$ cat src/rtl/scr_pkg.sv
package scr_pkg;

    localparam int INTV_W = 16;
    localparam int LFSR_W = 16;

    typedef logic [1:0] level_t;

    localparam level_t LVL_CLEAR = 2'd0;
    localparam level_t LVL_6DB   = 2'd1;
    localparam level_t LVL_10DB  = 2'd2;

    typedef enum logic [2:0] {
        POL_CLEAR,
        POL_FIXED,
        POL_SCENE,
        POL_DYN,
        POL_LINEAR
    } pol_kind_e;

    typedef struct packed {
        pol_kind_e         kind;
        level_t            fixed_val;
        logic              by_sec;
        logic [INTV_W-1:0] interval;
    } policy_t;

    typedef struct packed {
        logic [3:0]        sel;
        logic [INTV_W-1:0] cnt;
        logic              due;
        level_t            state;
        logic [LFSR_W-1:0] lfsr;
        level_t            out;
    } chan_t;

    function automatic logic [LFSR_W-1:0] lfsr_step(input logic [LFSR_W-1:0] v);
        return {v[LFSR_W-2:0], v[15] ^ v[13] ^ v[12] ^ v[10]};
    endfunction

    function automatic level_t policy_target(input policy_t p, input level_t s);
        case (p.kind)
            POL_CLEAR: return LVL_CLEAR;
            POL_FIXED: return p.fixed_val;
            default:   return s;
        endcase
    endfunction

endpackage

$ cat src/rtl/scr_policy_decode.sv
module scr_policy_decode
    import scr_pkg::*;
#(
    parameter bit IS_SYNC    = 1'b1,
    parameter int FIELD_STEP = 16,
    parameter int SCENE_SECS = 3,
    parameter int DYN_SHORT  = 15,
    parameter int DYN_MID    = 30,
    parameter int DYN_LONG   = 60
) (
    input  logic [3:0] sel_i,
    output policy_t    pol_o
);

    localparam logic [INTV_W-1:0] FS_I = INTV_W'(FIELD_STEP);
    localparam logic [INTV_W-1:0] SC_I = INTV_W'(SCENE_SECS);
    localparam logic [INTV_W-1:0] DS_I = INTV_W'(DYN_SHORT);
    localparam logic [INTV_W-1:0] DM_I = INTV_W'(DYN_MID);
    localparam logic [INTV_W-1:0] DL_I = INTV_W'(DYN_LONG);

    generate
        if (IS_SYNC) begin : g_sync
            always_comb begin
                pol_o = '{kind: POL_CLEAR, fixed_val: LVL_CLEAR, by_sec: 1'b0, interval: FS_I};
                case (sel_i)
                    4'h1: begin pol_o.kind = POL_FIXED; pol_o.fixed_val = LVL_6DB; end
                    4'h2: begin pol_o.kind = POL_FIXED; pol_o.fixed_val = LVL_10DB; end
                    4'h3: pol_o.kind = POL_SCENE;
                    4'h4: begin pol_o.kind = POL_SCENE; pol_o.by_sec = 1'b1; pol_o.interval = SC_I; end
                    4'h5: begin pol_o.kind = POL_DYN; pol_o.by_sec = 1'b1; pol_o.interval = DS_I; end
                    4'h6: begin pol_o.kind = POL_DYN; pol_o.by_sec = 1'b1; pol_o.interval = DM_I; end
                    4'h7: begin pol_o.kind = POL_DYN; pol_o.by_sec = 1'b1; pol_o.interval = DL_I; end
                    4'h8: pol_o.kind = POL_LINEAR;
                    default: ;
                endcase
            end
        end else begin : g_video
            always_comb begin
                pol_o = '{kind: POL_CLEAR, fixed_val: LVL_CLEAR, by_sec: 1'b0, interval: FS_I};
                case (sel_i)
                    4'h1: begin pol_o.kind = POL_FIXED; pol_o.fixed_val = 2'd1; end
                    4'h2: pol_o.kind = POL_SCENE;
                    4'h3: begin pol_o.kind = POL_SCENE; pol_o.by_sec = 1'b1; pol_o.interval = SC_I; end
                    4'h4: begin pol_o.kind = POL_DYN; pol_o.by_sec = 1'b1; pol_o.interval = DS_I; end
                    4'h5: begin pol_o.kind = POL_DYN; pol_o.by_sec = 1'b1; pol_o.interval = DM_I; end
                    4'h6: begin pol_o.kind = POL_DYN; pol_o.by_sec = 1'b1; pol_o.interval = DL_I; end
                    4'h7: pol_o.kind = POL_LINEAR;
                    default: ;
                endcase
            end
        end
    endgenerate

endmodule

$ cat src/rtl/scr_state_step.sv
module scr_state_step
    import scr_pkg::*;
#(
    parameter bit IS_SYNC = 1'b1
) (
    input  pol_kind_e         kind_i,
    input  level_t            state_i,
    input  logic [LFSR_W-1:0] lfsr_nxt_i,
    output level_t            state_o
);

    generate
        if (IS_SYNC) begin : g_sync
            always_comb begin
                state_o = state_i;
                case (kind_i)
                    POL_SCENE:  state_o = (state_i == LVL_6DB) ? LVL_10DB : LVL_6DB;
                    POL_LINEAR: state_o = (state_i == LVL_10DB) ? LVL_CLEAR : state_i + 2'd1;
                    POL_DYN: begin
                        case (lfsr_nxt_i[1:0])
                            2'd0:    state_o = LVL_CLEAR;
                            2'd1:    state_o = LVL_6DB;
                            default: state_o = LVL_10DB;
                        endcase
                    end
                    default: ;
                endcase
            end
        end else begin : g_video
            always_comb begin
                state_o = state_i;
                case (kind_i)
                    POL_SCENE, POL_LINEAR: state_o = {1'b0, ~state_i[0]};
                    POL_DYN:               state_o = {1'b0, lfsr_nxt_i[0]};
                    default: ;
                endcase
            end
        end
    endgenerate

endmodule

$ cat src/rtl/scr_channel.sv
module scr_channel
    import scr_pkg::*;
#(
    parameter bit              IS_SYNC    = 1'b1,
    parameter int              OUT_W      = 2,
    parameter int              FIELD_STEP = 16,
    parameter int              SCENE_SECS = 3,
    parameter int              DYN_SHORT  = 15,
    parameter int              DYN_MID    = 30,
    parameter int              DYN_LONG   = 60,
    parameter logic [LFSR_W-1:0] SEED     = 16'hACE1
) (
    input  logic             clk_i,
    input  logic             rst_ni,
    input  logic [3:0]       sel_i,
    input  logic             field_start_i,
    input  logic             sec_tick_i,
    output logic [OUT_W-1:0] out_o
);

    localparam level_t START = LVL_6DB;
    localparam chan_t  RST   = '{sel: 4'h0, cnt: '0, due: 1'b0, state: START,
                                 lfsr: SEED, out: LVL_CLEAR};

    chan_t             q, d;
    policy_t           pol;
    level_t            state_nxt;
    logic [LFSR_W-1:0] lfsr_nxt;
    logic              timed, ev, wrap, advance;

    scr_policy_decode #(
        .IS_SYNC    (IS_SYNC),
        .FIELD_STEP (FIELD_STEP),
        .SCENE_SECS (SCENE_SECS),
        .DYN_SHORT  (DYN_SHORT),
        .DYN_MID    (DYN_MID),
        .DYN_LONG   (DYN_LONG)
    ) u_decode (
        .sel_i (q.sel),
        .pol_o (pol)
    );

    assign lfsr_nxt = lfsr_step(q.lfsr);

    scr_state_step #(.IS_SYNC(IS_SYNC)) u_step (
        .kind_i     (pol.kind),
        .state_i    (q.state),
        .lfsr_nxt_i (lfsr_nxt),
        .state_o    (state_nxt)
    );

    always_comb begin
        d       = q;
        d.sel   = sel_i;
        timed   = (pol.kind == POL_SCENE) || (pol.kind == POL_DYN) || (pol.kind == POL_LINEAR);
        ev      = pol.by_sec ? sec_tick_i : field_start_i;
        wrap    = timed && ev && (q.cnt == pol.interval - 1'b1);
        advance = 1'b0;
        if (sel_i != q.sel) begin
            d.cnt   = '0;
            d.due   = 1'b0;
            d.state = START;
        end else begin
            if (timed && ev) begin
                d.cnt = wrap ? '0 : q.cnt + 1'b1;
            end
            advance = timed && field_start_i && (q.due || wrap);
            if (advance) begin
                d.due   = 1'b0;
                d.state = state_nxt;
                if (pol.kind == POL_DYN) begin
                    d.lfsr = lfsr_nxt;
                end
            end else if (wrap) begin
                d.due = 1'b1;
            end
        end
        if (field_start_i) begin
            d.out = policy_target(pol, d.state);
        end
    end

    always_ff @(posedge clk_i or negedge rst_ni) begin
        if (!rst_ni) begin
            q <= RST;
        end else begin
            q <= d;
        end
    end

    assign out_o = q.out[OUT_W-1:0];

endmodule

$ cat src/rtl/scr_sched.sv
module scr_sched #(
    parameter int          FIELD_STEP = 16,
    parameter int          SCENE_SECS = 3,
    parameter int          DYN_SHORT  = 15,
    parameter int          DYN_MID    = 30,
    parameter int          DYN_LONG   = 60,
    parameter logic [15:0] SYNC_SEED  = 16'hACE1,
    parameter logic [15:0] VIDEO_SEED = 16'h5A5A
) (
    input  logic       clk_i,
    input  logic       rst_ni,
    input  logic [3:0] sync_sel_i,
    input  logic [3:0] video_sel_i,
    input  logic       field_start_i,
    input  logic       sec_tick_i,
    output logic [1:0] sync_level_o,
    output logic       video_inv_o
);

    scr_channel #(
        .IS_SYNC    (1'b1),
        .OUT_W      (2),
        .FIELD_STEP (FIELD_STEP),
        .SCENE_SECS (SCENE_SECS),
        .DYN_SHORT  (DYN_SHORT),
        .DYN_MID    (DYN_MID),
        .DYN_LONG   (DYN_LONG),
        .SEED       (SYNC_SEED)
    ) u_sync (
        .clk_i         (clk_i),
        .rst_ni        (rst_ni),
        .sel_i         (sync_sel_i),
        .field_start_i (field_start_i),
        .sec_tick_i    (sec_tick_i),
        .out_o         (sync_level_o)
    );

    scr_channel #(
        .IS_SYNC    (1'b0),
        .OUT_W      (1),
        .FIELD_STEP (FIELD_STEP),
        .SCENE_SECS (SCENE_SECS),
        .DYN_SHORT  (DYN_SHORT),
        .DYN_MID    (DYN_MID),
        .DYN_LONG   (DYN_LONG),
        .SEED       (VIDEO_SEED)
    ) u_video (
        .clk_i         (clk_i),
        .rst_ni        (rst_ni),
        .sel_i         (video_sel_i),
        .field_start_i (field_start_i),
        .sec_tick_i    (sec_tick_i),
        .out_o         (video_inv_o)
    );

endmodule

$ cat config.mk
export PLATFORM = sky130hd
export DESIGN_NAME = scr_sched
export DESIGN_NICKNAME = d
export VERILOG_FILES = /design/src/rtl/scr_pkg.sv /design/src/rtl/scr_policy_decode.sv /design/src/rtl/scr_state_step.sv /design/src/rtl/scr_channel.sv /design/src/rtl/scr_sched.sv
export SDC_FILE = /design/constraint.sdc
export NUM_CORES = 1
export LEC_CHECK = 0
export BUFFER_PORTS_ARGS = -buffer_cell sky130_fd_sc_hd__buf_2
export CORE_ASPECT_RATIO = 0.8
export CORE_MARGIN = 3
export CORE_UTILIZATION = 28
export CTS_CLUSTER_SIZE = 10
export DETAILED_ROUTE_END_ITERATION = 8
export MAX_ROUTING_LAYER = met4
export PLACE_DENSITY = 0.45
export SLEW_MARGIN = 20
export SYNTH_ARGS = -nofsm -noshare
export SYNTH_HDL_FRONTEND = slang
export SYNTH_SLANG_ARGS = --single-unit
$ cat constraint.sdc
create_clock -name clk_i -period 4.4 [get_ports clk_i]
set_clock_uncertainty 0.1 [all_clocks]
set_input_delay 0.66 -clock clk_i [delete_from_list [all_inputs] [get_ports clk_i]]
set_output_delay 0.66 -clock clk_i [all_outputs]
set_load 0.02 [all_outputs]
==> results.md <==
* Power Density at 339 nW/um^2
* Core Util, Final at 0.331
* GRT overflow at 0
* Crit-path cells: or4bb_1 -> o31a_1 -> ha_1 -> or4_1 -> a211oi_2 -> a31oi_1 -> or4b_4 -> a2111o_1 -> mux2_4
* Hold WC Path Type: input port to asynchronous set/reset pin
* Placer Congestion at 0.798
* Crit path max fanout at 16
* Row count at 40
* Post-synth top area share at 0.349
* Vias in the first global route at 3027
* Peak VDD IR at 0.156 mV
* Post-CTS resize count at 0
* Ant. Diodes at 0
* Nets at 452
* Ys Warns at 0
* First-pass GRT wire length at about 16 mm
* Synthesis-stage register bit count at 80
* H-Tree Depth at 3
* Vias at approximately 3200
* Setup-failing EPs final at 0
* Leakage at around 0.0021 uW
* Hold Vio Cnt, Final at 0
* Setup Buffers After CTS at 0
* RSZ-0062 raised after global routing: false
* Total track usage at 0.117
* Syn_area_per_cell at 10.5 sq um
* Later-pin clock latency in the skew report at approximately 0.33 ns
* Core Region at about 15000 sq um
* Synthesized Nets at 439
* Number of I/O pins at 15
* Setup CP Type: flop to flop
* Die area at around 17000 sq um
* DRT Pass-1 Iters at 4
* Seq/Total Area, Yosys at 0.455
* Initial Util at 0.291
* CP Capture Type: flop
* Share of layout cells above drive strength 1 at 0.232
* Crit-path leading delay family: simple AND/OR/NAND/NOR gates
* Status: completed
* # port buffers at 14
* Die Span X at roughly 150 microns
* Startpoint types: flop
* Async SR Flop Fraction at 1.00
* Fin crit share at 0.947
* Total wire length at ~9.3 mm
* Crit path largest cell delay at roughly 0.76 ns
* CTS tree: done
* DRT antenna net count at 0
* TritonCTS Buffers at 9
* Hold_buf cts at 0
* Pin count of the biggest net entering global routing at 54
* Clock sinks at 80
* Netlist cell types at between 60 and 70
* Fmax at approximately 240 MHz
* Max Cap Violations at 0
* Slowest cell on crit path: a2111o_1
* WL per Instance at ~14 microns
* Die H at roughly 120 microns
* Mapped cell area at ~4400 sq um
* Slew HR at 0.469
* Remaining DRCs at 0
* Hpwl dp at ~6.5 mm
* Worst-margin pin slew at around 0.8 ns
* CP arrival at 4.28 ns
* Final max-slew violation count at 0
* Root buffer cell: clkbuf_16
* Layout area overhead at 13.7%
* Main synth FF type: dfrtp_1
* WP data required at about 4.5 ns
* Max clock buf depth at 2
* Mapped Cells at between 400 and 500
* DR iter-0 viols at 246
* Most frequent cells in the layout: dfrtp_1, nor2_1, mux2_2, xnor2_1, xor2_1
* Top cells by area, synth: dfrtp_1, dfstp_2, mux2_2
* Most common cell after layout, fill and taps aside: dfrtp_1
* Clk slew on worst S/H paths at 0.06 ns
* Yosys top cell by area: dfrtp_1
* Initial antenna violation count at 0
* Via-to-Cell Ratio at 4.86
* Critical path buffers and inverters at 0
* Post-synth EDFFs at 0
* Fin Setup TNS at 0 ns
* Tmin final at 4.17 ns
-- registers in the layout (all words and copies together) (netlist names) --
name,flops
u_sync.q,24
u_video.q,23
u_sync.lfsr_nxt,15
u_video.lfsr_nxt,15
u_sync.out_o,2
u_video.out_o,1
-- per-layer routing --
metal | vias to the layer above | part of all wire | track usage
met4 | 0 | 0.010 | 0.0244
met3 | 13 | 0.046 | 0.0299
met5 | - | 0 | -
met2 | 66 | 0.41 | 0.156
met1 | 1528 | 0.53 | 0.176
li1 | 1549 | - | -
-- logic make-up (layout without fill, tap and decap cells) --
kind of cell | Yosys count | after routing | synth area share
compound gates | 43 | 43 | 0.0698
xor+xnor | 44 | 44 | 0.0866
fa+ha+maj | 5 | 5 | 0.0141
flops | 80 | 80 | 0.455
simple gates | 180 | 180 | 0.226
buf+inv | 28 | 46 | 0.0349
mux | 42 | 42 | 0.113
-- through the flow --
stage	instance area (sq um)	hold slack (ns)	std cells	total power [uW]	setup slack, ns
after floorplan	4450	0.264	422	838	0.486
after global placement	4720	0.381	634	883	0.286
after detailed placement	4720	0.389	634	884	0.241
after CTS	5060	0.300	650	1750	0.227
after global routing	5060	0.328	650	1800	0.0484
final	5060	0.264	650	1710	0.234
-- cell type report --
type                       count  area, sq um
clock inverter                 6          108
fill                        1553        10200
timing repair buffer          23          140
multi-input combinational    314         2270
sequential                    80         2020
clock buffer                  10          229
inverter                       7         26.3
tap                          210          263
-- worst register-to-register path: stages (launching register included) --
cell and delay [ns]:
dfrtp_1 0.37, or4bb_1 0.57, o31a_1 0.17, ha_1 0.24, or4_1 0.55, a211oi_2 0.22, a31oi_1 0.09, or4b_4 0.56
a2111o_1 0.76, mux2_4 0.42
-- final timing paths --
path	end	from	depth (start not counted)	slack (ns)
max	u_video.lfsr_nxt[11]$_DFFE_PN0P_	u_video.q[39]$_DFF_PN0_	9	0.23
min	u_video.q[32]$_DFFE_PN0P_	rst_ni	1	0.26
max reg2reg	u_video.lfsr_nxt[11]$_DFFE_PN0P_	u_video.q[39]$_DFF_PN0_	9	0.23
min reg2reg	u_sync.lfsr_nxt[1]$_DFFE_PN1P_	u_sync.lfsr_nxt[1]$_DFFE_PN1P_	2	0.40
max in group asynchronous	u_video.lfsr_nxt[5]$_DFFE_PN1P_	rst_ni	2	3.06
min in group clk_i	u_sync.q[37]$_DFF_PN0_	sync_sel_i[0]	1	0.36
-- where the power goes --
| group | total, uW | internal, uW | switching, uW |
|---|---|---|---|
| registers | 754 | 743 | 10.5 |
| clock network | 843 | 552 | 290 |
| logic | 117 | 41.5 | 75.0 |
| total | 1710 | 1340 | 376 |
-- synthesized netlist by cell type, types with 5 or more instances --
cell / instances
nand4_1: 13
dfrtp_1: 62
inv_1: 7
ha_1: 5
mux2i_1: 6
dfstp_2: 18
nand3_1: 20
nor3b_1: 5
clkbuf_1: 9
nor2b_1: 6
or3_1: 6
nor4_1: 8
nor2_1: 44
nor3_1: 15
mux2_2: 26
xnor2_1: 22
a21oi_1: 8
mux2_4: 10
and3_1: 9
nand2b_1: 9
o21ai_0: 6
nand2_1: 19
xor2_1: 22
Note: power is estimated with default switching activity, not from simulation.
